[config.mk]
export PLATFORM = sky130hd
export DESIGN_NAME = afst_top
export DESIGN_NICKNAME = d
export VERILOG_FILES = /design/src/rtl/afst_pkg.sv /design/src/rtl/afst_need.sv /design/src/rtl/afst_holdoff.sv /design/src/rtl/afst_sticky.sv /design/src/rtl/afst_top.sv
export SDC_FILE = /design/constraint.sdc
export NUM_CORES = 1
export LEC_CHECK = 0
export ABC_AREA = 1
export BUFFER_PORTS_ARGS = -buffer_cell sky130_fd_sc_hd__buf_4
export CAP_MARGIN = 20
export CORE_AREA = 2 2 39 41
export DETAILED_ROUTE_END_ITERATION = 10
export DIE_AREA = 0 0 41 43
export PLACE_DENSITY_LB_ADDON = 0.05
export REMOVE_ABC_BUFFERS = 1
export SKIP_CTS_REPAIR_TIMING = 1
export SYNTH_ARGS = -nofsm -noshare
export SYNTH_HDL_FRONTEND = slang
export SYNTH_SLANG_ARGS = --single-unit
[constraint.sdc]
create_clock -name clk -period 1.5 [get_ports clk]
set_clock_uncertainty 0.2 [all_clocks]
set_input_delay 0.075 -clock clk [delete_from_list [all_inputs] [get_ports clk]]
set_output_delay 0.075 -clock clk [all_outputs]
set_load 0.01 [all_outputs]
[src/rtl/afst_pkg.sv]
package afst_pkg;
   localparam int unsigned ERR_N   = 2;
   localparam int unsigned ERR_OVF = 0;
   localparam int unsigned ERR_UNF = 1;

   typedef enum logic {
      DIR_TX = 1'b0,
      DIR_RX = 1'b1
   } afst_dir_e;
endpackage

[src/rtl/afst_need.sv]
module afst_need #(
   parameter int unsigned DEPTH = 4,
   parameter int unsigned LVL_W = $clog2(DEPTH + 1)
) (
   input  logic             dir_rx,
   input  logic [LVL_W-1:0] fifo_level,
   output logic             need
);
   import afst_pkg::*;

   localparam logic [LVL_W-1:0] FULL_LVL = LVL_W'(DEPTH);

   afst_dir_e dir;
   assign dir = afst_dir_e'(dir_rx);

   always_comb begin
      unique case (dir)
         DIR_TX:  need = (fifo_level < FULL_LVL);
         DIR_RX:  need = (fifo_level != '0);
         default: need = 1'b0;
      endcase
   end
endmodule

[src/rtl/afst_holdoff.sv]
module afst_holdoff #(
   parameter int unsigned DLY_W = 5
) (
   input  logic             clk,
   input  logic             rst_n,
   input  logic             need,
   input  logic             ack,
   input  logic [DLY_W-1:0] dly_cfg,
   output logic             req,
   output logic [DLY_W-1:0] cnt
);
   logic             req_q;
   logic [DLY_W-1:0] cnt_q;
   logic             serviced;

   assign serviced = req_q & ack;

   always_ff @(posedge clk) begin
      if (!rst_n) begin
         req_q <= 1'b0;
         cnt_q <= '0;
      end else if (serviced) begin
         req_q <= 1'b0;
         cnt_q <= dly_cfg;
      end else if (cnt_q != '0) begin
         cnt_q <= cnt_q - 1'b1;
      end else if (!req_q && need) begin
         req_q <= 1'b1;
      end
   end

   assign req = req_q;
   assign cnt = cnt_q;
endmodule

[src/rtl/afst_sticky.sv]
module afst_sticky #(
   parameter int unsigned N = 2
) (
   input  logic         clk,
   input  logic         rst_n,
   input  logic [N-1:0] set,
   input  logic [N-1:0] clr,
   output logic [N-1:0] flags
);
   for (genvar i = 0; i < N; i++) begin : g_bit
      logic flag_q;
      always_ff @(posedge clk) begin
         if (!rst_n)      flag_q <= 1'b0;
         else if (set[i]) flag_q <= 1'b1;
         else if (clr[i]) flag_q <= 1'b0;
      end
      assign flags[i] = flag_q;
   end
endmodule

[src/rtl/afst_top.sv]
module afst_top #(
   parameter int unsigned DEPTH = 4,
   parameter int unsigned DLY_W = 5,
   parameter int unsigned LVL_W = $clog2(DEPTH + 1)
) (
   input  logic                      clk,
   input  logic                      rst_n,
   input  logic                      dir_rx,
   input  logic [LVL_W-1:0]          fifo_level,
   input  logic                      fifo_ovf,
   input  logic                      fifo_unf,
   input  logic [afst_pkg::ERR_N-1:0] err_clr,
   input  logic                      svc_ack,
   input  logic [DLY_W-1:0]          holdoff_cfg,
   input  logic                      svc_irq_en,
   input  logic                      err_irq_en,
   output logic                      dma_req,
   output logic                      svc_irq,
   output logic                      err_irq,
   output logic [afst_pkg::ERR_N-1:0] err_flags
);
   import afst_pkg::*;

   initial begin
      if (DEPTH < 1)
         $error("afst_top: DEPTH must be at least 1");
      if (DLY_W < 1 || DLY_W > 16)
         $error("afst_top: DLY_W must be 1..16");
      if ((1 << LVL_W) <= DEPTH)
         $error("afst_top: LVL_W too narrow for DEPTH");
   end

   logic             need;
   logic [DLY_W-1:0] hold_cnt;
   logic [ERR_N-1:0] err_set;

   afst_need #(.DEPTH(DEPTH), .LVL_W(LVL_W)) u_need (
      .dir_rx     (dir_rx),
      .fifo_level (fifo_level),
      .need       (need)
   );

   afst_holdoff #(.DLY_W(DLY_W)) u_hold (
      .clk     (clk),
      .rst_n   (rst_n),
      .need    (need),
      .ack     (svc_ack),
      .dly_cfg (holdoff_cfg),
      .req     (dma_req),
      .cnt     (hold_cnt)
   );

   always_comb begin
      err_set          = '0;
      err_set[ERR_OVF] = fifo_ovf;
      err_set[ERR_UNF] = fifo_unf;
   end

   afst_sticky #(.N(ERR_N)) u_err (
      .clk   (clk),
      .rst_n (rst_n),
      .set   (err_set),
      .clr   (err_clr),
      .flags (err_flags)
   );

   assign svc_irq = svc_irq_en & need;
   assign err_irq = err_irq_en & (|err_flags);
endmodule

Yosys cells after proc, flatten, opt, wreduce, memory -nomap -nowiden
Cells that the tools add are included.
Word-level totals
  input bits: 18
  output and inout bits: 5
  logic and storage cells: 29
  register bits after elaboration: 8
Cells by class
  reductions and logical operators: 10
  $lt $le $gt $ge: 1
  multiplexer cells: 7
  bitwise operators: 6
  add/sub/neg operators: 1
Operators by type and width (count)
  $mux W5: 2
  $reduce_bool A2 Y1: 3
  $reduce_bool A5 Y1: 1
  $sub A5 B1 Y5 const B: 1
  $mux W1: 4
  $reduce_or A2 Y1: 2
  $and A1 B1 Y1: 3
  $lt A3 B3 Y1 const B: 1
  $not A1 Y1: 3
  $reduce_bool A3 Y1: 1
  $pmux W1 S2: 1
  $reduce_and A2 Y1: 1
  $logic_and A1 B1 Y1: 1
  $logic_not A1 Y1: 1

Longest topological paths before layout
Gate-level depths: netlist of the first run.
  word-level depth: 4
  depth in mapped cells: 9
  depth with buffers taken out: 9

Cells and area by module
From an unflattened synthesis of the first run, not the netlist that was laid out.
Second synthesis, totals
  cells, all modules: 75
  area total of the unflattened synthesis: 476.7 um^2
By module, submodules not included
  afst_holdoff: cells each 51, area each 342.8 um^2, instances 1, sequential area each 120.1 um^2
  afst_sticky: cells each 13, area each 91.3 um^2, instances 1, sequential area each 40.0 um^2
  afst_need: cells each 6, area each 23.8 um^2, instances 1, sequential area each 0.0 um^2
  afst_top: cells each 5, area each 18.8 um^2, instances 1, sequential area each 0.0 um^2

Worst setup path after synthesis of the first run
OpenSTA, ideal clock, no wires.
  kind: register -> register
  from: register u_hold.cnt_q[0] (netlist: u_hold.cnt[0])
  to: register u_hold.cnt_q[0] (netlist: u_hold.cnt[0])
  library setup time: 0.109 ns
  path buffers: 0
  period minus slack after synthesis: 1.231 ns
  data required time: 1.191 ns
  cell stages (with the launch flop): 8
  path slack: 0.269 ns
  arrival time: 0.922 ns
  cell sequence: dfxtp_1 inv_1 ha_1 nand3_1 nand2_1 nand3_1 nand2_1 inv_1
On the way
  cells in the longest elaborated chain, start to end: 3
  elaborated cells on any way between the ends: 5
  classes of those cells: 1 x add/sub; 2 x mux; 2 x reduce/logical
Ends and longest elaborated chain
  start: declaration: RTL line afst_holdoff.sv:13  | logic [DLY_W-1:0] cnt_q;
  start signal: assignment: RTL line afst_holdoff.sv:24  | cnt_q <= dly_cfg;
  start signal: assignment: RTL line afst_holdoff.sv:26  | cnt_q <= cnt_q - 1'b1;
  $sub A5 B1 Y5: RTL line afst_holdoff.sv:26
  $mux W5: RTL line afst_holdoff.sv:25  | end else if (cnt_q != '0) begin
  $mux W5: RTL line afst_holdoff.sv:22  | end else if (serviced) begin
Several ways; a longest one is shown, not always the timed one. The select of a mux whose other input is x is not followed.
A chain may end at the register's enable or synchronous reset.

Final worst setup path of the first run
  from: register u_hold.cnt_q[0] (netlist: u_hold.cnt[0])
  to: register u_hold.cnt_q[1] (netlist: u_hold.cnt[1])
Same word-level chain as after synthesis.

==> run metrics, run 1 <==
Post-synth ARST share=0; Final Cycle Share=0.879; Synth Flop Type=dfxtp_1; status=finished, violations left; Post-synth EDFFs=0; area of the die=1760 um^2; worst-case clock buffer depth=2; vias per inst=4.36; CP max stage cell=dfxtp_1; grt total ovfl=0; wire length per cell=8.43 um; Core ar.=1380 um^2; most instantiated cells after synthesis=nand2_1 (16), inv_1 (13), nor2_1 (13); design area=762 um^2; dpl cell area=647 um^2; Finished Layout Cells=121; sequential share of the synthesized area=0.336; Fin Hold WS=-0.579 ps; root buf cell=clkbuf_4; Critical Path RT=1460 ps; failing checks=hold timing; IO Port Bufs=22; Hold Path Origin=holdoff_cfg[1]; vias in the first global route=451; Leakage=0.411 nW; Peak VDD IR=547 uV; pin count of the biggest net entering global routing=10; Crit Path Category=register to register; overall global routing resource usage=0.148; Initial Utilization=0.344; Worst Hold Class=input port to register; insertion delay to the later sink of the worst-skew pair=260 ps; worst slew pin tran=185 ps; Num CTS Buffers=3; antenna violations before repair=0; Setup TNS Final=0 ps; r2r setup slk=180 ps; crit path buf inv count=3; Seq cells post-synth=8; share of cells above drive strength 1=0.295; FP Rows=14; num ports=23; Synth top area share=0.336; Fmax achieved=759 MHz; min Tclk post-route=1320 ps; drt first-iter violations=2; dominant cell type by area after synthesis=dfxtp_1; Mapped Cells=73; Hold Crit Depth=7; clk slew on worst S/H paths=60 ps; first-pass GRT wire length=1670 um; # nets final=126; TritonCTS clock tree=yes; CP delay by family, top=flip-flops; # diodes=0; antenna-violating nets left=0; final core occ=0.551; WHS Endpoint=u_hold.cnt[1]; Slew Viols, Final=0; ranking of synthesized cells by area=dfxtp_1 (34%), nand2_1 (13%), inv_1 (10%), nor2_1 (10%), a21oi_1 (5.2%); WL final=1020 um; critical-path cell list=inv_1 -> ha_2 -> inv_1 -> nand2_1 -> nand2_1 -> inv_1 -> nand2_1 -> nand2_1 -> nor2_1; reg-to-reg endpoint=u_hold.cnt[1]; vias=528; H-tree levels=1; DR pass1 iterations=2; max cap viols=0; CTS sink count=8; Placed Instances=109; DRC=0; final hold vios=1; reg2reg start=u_hold.cnt[0]; routability congestion estimate=0.739; FF-to-FF path depth=9; DP Wirelength=791 um; critical-path maximum fanout=4; pwr dens=1330 nW/um^2; RSZ-0062 raised after global routing=false; most frequent CP cell=nand2_1; syn_area_per_cell=6.53 um^2; Yosys warning total=0; CP endpoint kind=register; Cell variety after synth=17; most frequent cell after synthesis=nand2_1; CP Launch Type=register; crit-path max cell delay=320 ps; CP arrival=1270 ps; final setup fails=0; relative slew slack=0.876; Post-Syn Area=477 um^2; Die H=43 um; Die Width=41 um; Area Growth Syn to Fin=59.8%
[final cells by class]
cell class / count / area (um^2)
Fill cell: 145 / 622
Timing Repair Buffer: 31 / 255
Multi-Input combinational cell: 49 / 250
Sequential cell: 8 / 160
Inverter: 14 / 53.8
Clock buffer: 3 / 22.5
Tap cell: 16 / 20.0
[kinds of logic after synthesis]
| family | after synthesis | share of synthesized area |
|---|---|---|
| XOR/XNOR | 1 | 0.0184 |
| flip-flops | 8 | 0.336 |
| AND/OR/NAND/NOR | 41 | 0.407 |
| AO/OA/AOI/OAI | 6 | 0.0682 |
| buffers and inverters | 16 | 0.144 |
| adder cells (fa/ha/maj) | 1 | 0.0262 |
[state kept, by name, indices dropped and copies added, names as in the netlist]
| name | count |
|---|---|
| u_hold.req | 1 |
| u_err.g_bit.flag_q | 2 |
| u_hold.cnt | 5 |
[metrics by stage]
stage | worst slack [ps] | hold WS [ps] | total power, W
CTS | 165 | -182 | 0.00100
finish | 182 | -0.579 | 0.00101
floorplan | 269 | -7.57 | 0.000697
global route | 53.1 | 47.2 | 0.00113
detailed placement | 171 | 96.7 | 0.000829
global placement | 176 | 89.2 | 0.000837
[cells in the final DEF (no fill, tap or decap)]
master         count
a21oi_1            5
buf_4             22
clkbuf_4           3
clkinv_2           1
dfxtp_1            8
dlygate4sd3_1      9
ha_2               1
inv_1             13
nand2_1           16
nand2_2            1
nand2_4            1
nand3_1            5
nand4_1            2
nand4_2            1
nor2_1            13
nor2_4             1
o21a_1             1
or2_0              1
xor2_1             1
[worst register-to-register path, stage by stage, from the launching register on]
cell	delay, ps
dfxtp_1	320
inv_1	80
ha_2	310
inv_1	40
nand2_1	50
nand2_1	50
inv_1	40
nand2_1	40
nand2_1	50
nor2_1	30
[routing by layer]
| layer | GRT usage | routed length (um) | vias to the layer above |
|---|---|---|---|
| met4 | 0.120 | 33 | 0 |
| li1 | - | - | 286 |
| met2 | 0.200 | 450 | 14 |
| met5 | 0 | 0 | - |
| met3 | 0.0628 | 58 | 4 |
| met1 | 0.172 | 477 | 224 |
[power breakdown]
part / internal (W) / switching, W
sequential: 0.000274 / 0.0000503
combinational: 0.000243 / 0.000276
clock: 0.0000919 / 0.0000785
[how the worst max path moves through the flow]
stage	start	end	slack, ps	depth (start not counted)
2_1_floorplan	u_hold.cnt[0]	u_hold.cnt[0]	270	7
3_3_place_gp	u_hold.cnt[0]	u_hold.cnt[0]	180	7
3_5_place_dp	u_hold.cnt[0]	u_hold.cnt[0]	170	7
4_1_cts	u_hold.cnt[0]	u_hold.cnt[0]	160	7
5_1_grt	u_hold.cnt[0]	u_hold.cnt[2]	50	5
6_report	u_hold.cnt[0]	u_hold.cnt[1]	180	9
Power figures use the tool's default switching activity.
==> run 2: changes to the inputs <==
Settings changed: ABC_AREA 1 to 0.
==> run metrics, run 2 <==
status=finished, violations left; failing checks=setup timing; Seq cells post-synth=8 (unchanged); Final Cycle Share=1.19 (+0.310); overall global routing resource usage=0.132 (-0.0160); Post-Syn Area=410 um^2 (-14%); DP Wirelength=787 um (-0.51%); Synth top area share=0.390 (+0.0543); vias per inst=4.53 (+3.8%); design area=811 um^2 (+6.4%); r2r setup slk=-280 ps (-470 ps); reg-to-reg endpoint=u_hold.req; critical-path maximum fanout=2 (-2); Placed Instances=89 (-18%); commonest non-fill, non-tap cell in the layout=buf_4; vias in the first global route=392 (-13%); pwr dens=1400 nW/um^2 (+4.9%); H-tree levels=1 (unchanged); final core occ=0.586 (+0.0353); syn_area_per_cell=8.92 um^2 (+37%); Mapped Cells=46 (-37%); vias=480 (-9.1%); RSZ-0062 raised after global routing=true; Initial Utilization=0.297 (-0.0479); Yosys warning total=0 (unchanged); Hold Path Origin=fifo_level[2]; Die Width=41 um (unchanged); max reg flops=5 (unchanged); most frequent cells in the layout=buf_4 (32), dlygate4sd3_1 (11), dfxtp_1 (6); WL final=1140 um (+12%); max cap viols=0 (unchanged); CP arrival=1770 ps (+500 ps); final hold vios=0 (-1); Core ar.=1380 um^2 (unchanged); Peak VDD IR=865 uV (+58%); FF-to-FF path depth=5 (-4); dominant cell type by area after synthesis=dfxtp_1; area of the die=1760 um^2 (unchanged); DR pass1 iterations=2 (unchanged); relative slew slack=0.699 (-0.177); Slew Viols, Final=0 (unchanged); num ports=23 (unchanged); Net Switching=0.000349 W (-14%); worst slew pin tran=445 ps (+260 ps); Logic pwr share=0.577 (+0.065); Seq pwr share=0.282 (-0.038); Num CTS Buffers=3 (unchanged); # nets final=111 (-12%); CP delay by family, top=simple AND/OR/NAND/NOR gates; register area=163 um^2 (+1.6%); sw frac=0.309 (-0.0906); Die H=43 um (unchanged); first-pass GRT wire length=1520 um (-9.0%); Hold Crit Depth=4 (-3); Cell variety after synth=23 (+6); Worst Hold Class=input port to register; Critical Path RT=1490 ps (+30 ps); grt total ovfl=0 (unchanged); crit-path max cell delay=460 ps (+140 ps); Finished Layout Cells=106 (-12%); reg2reg start=u_hold.cnt[0]; final worst setup slack=-283 ps (-465 ps); FP Rows=14 (unchanged); min Tclk post-route=1780 ps (+465 ps); DRC=0 (unchanged); Synth Flop Type=dfxtp_1; CP Launch Type=register; Area Growth Syn to Fin=97.6%; Post-synth ARST share=0 (unchanged); internal power=0.000782 W (+28%); root buf cell=clkbuf_4; dpl cell area=633 um^2 (-2.1%); drt first-iter violations=4 (+2); Post-synth EDFFs=0 (unchanged); ranking of synthesized cells by area=dfxtp_1 (39%), a21oi_1 (4.9%), a32o_1 (4.9%), inv_1 (4.6%), nor2_1 (4.6%); IO Port Bufs=22 (unchanged); antenna-violating nets left=0 (unchanged); # fillers=120 (-17%); wire length per cell=10.8 um (+28%); final setup fails=4 (+4); routability congestion estimate=0.746 (+0.87%); clk slew on worst S/H paths=50 ps (about the same); # diodes=0 (unchanged); WHS Endpoint=u_hold.req; most instantiated cells after synthesis=dfxtp_1 (8), inv_1 (5), nor2_1 (5); worst-case clock buffer depth=2 (unchanged); Fmax achieved=561 MHz (-26%); Leakage=0.386 nW (-6.0%); crit path buf inv count=1 (-2); area of the multi-input gates=236 um^2 (-5.5%); Crit Path Category=register to register; CP endpoint kind=register; insertion delay to the later sink of the worst-skew pair=250 ps (about the same); pin count of the biggest net entering global routing=7 (-3); CP max stage cell=or4b_4; antenna violations before repair=0 (unchanged); clock share of power=0.141 (-0.027); CTS sink count=8 (unchanged); most frequent cell after synthesis=dfxtp_1; share of cells above drive strength 1=0.478 (+0.183); sequential share of the synthesized area=0.390 (+0.0543); TritonCTS clock tree=yes; critical-path cell list=inv_2 -> ha_4 -> or4b_4 -> or4_4 -> a21oi_2
==> run 2: power by group through the flow <==
stage	Combinational [W]	Clock, W	Sequential [W]
2_1_floorplan	0.000301	0	0.000321
3_3_place_gp	0.000542	0	0.000315
3_5_place_dp	0.000533	0	0.000315
4_1_cts	0.000539	0.000170	0.000311
5_1_grt	0.000734	0.000185	0.000329
6_report	0.000653	0.000159	0.000320
==> run 2: area by class of cell <==
cell class,instances,share of cell area
inverters,5,0.0231
multi-input cells,31,0.292
repair buffers,43,0.432
clock buffers,3,0.0278
well taps,16,0.0247
flip-flops and latches,8,0.201
==> run 2: worst max path at each step <==
stage | start | end | slack (ps) | cells after the start
2_1_floorplan | u_hold.cnt[0] | u_hold.req | -360 | 5
3_3_place_gp | u_hold.cnt[0] | u_hold.req | -250 | 5
3_5_place_dp | u_hold.cnt[0] | u_hold.req | -310 | 5
4_1_cts | u_hold.cnt[0] | u_hold.req | -340 | 5
5_1_grt | u_hold.cnt[0] | u_hold.req | -350 | 5
6_report | u_hold.cnt[0] | u_hold.req | -280 | 5
==> run 2: cell families after synthesis <==
kind of cell / after synthesis / share of synthesized area
DFF: 8 / 0.390
xor gates and xnor gates: 2 / 0.0427
buffers and inverters: 7 / 0.0823
adders and majority gates: 1 / 0.0305
AOI/OAI and AO/OA: 10 / 0.180
and+or+nand+nor: 17 / 0.250
muxes: 1 / 0.0244
==> run 2: per-layer routing <==
layer  wire, um  share of wire  up-vias  global-route usage
li1           -              -      251                   -
met1        448           0.39      207               0.130
met2        589           0.52       20               0.203
met3         92          0.081        2              0.0890
met4         10         0.0088        0              0.0600
met5          0              0        -                   0
==> run 2: metrics by stage <==
step	hold slack, ps	worst slack, ps	power [W]	TNS [ps]
after CTS	-174	-343	0.00102	-1140
after global placement	84.9	-253	0.000857	-890
after detailed placement	92.6	-309	0.000848	-1070
final	133	-283	0.00113	-958
after global routing	172	-348	0.00125	-1160
after floorplan	-7.57	-359	0.000622	-834
==> run 2: worst reg2reg max path, delay by kind of cell (launching register included) <==
kind            cells  cell delay [ps]
compound gates      1              120
buf+inv             1               70
flops               1              320
fa+ha+maj           1              130
simple gates        2              890
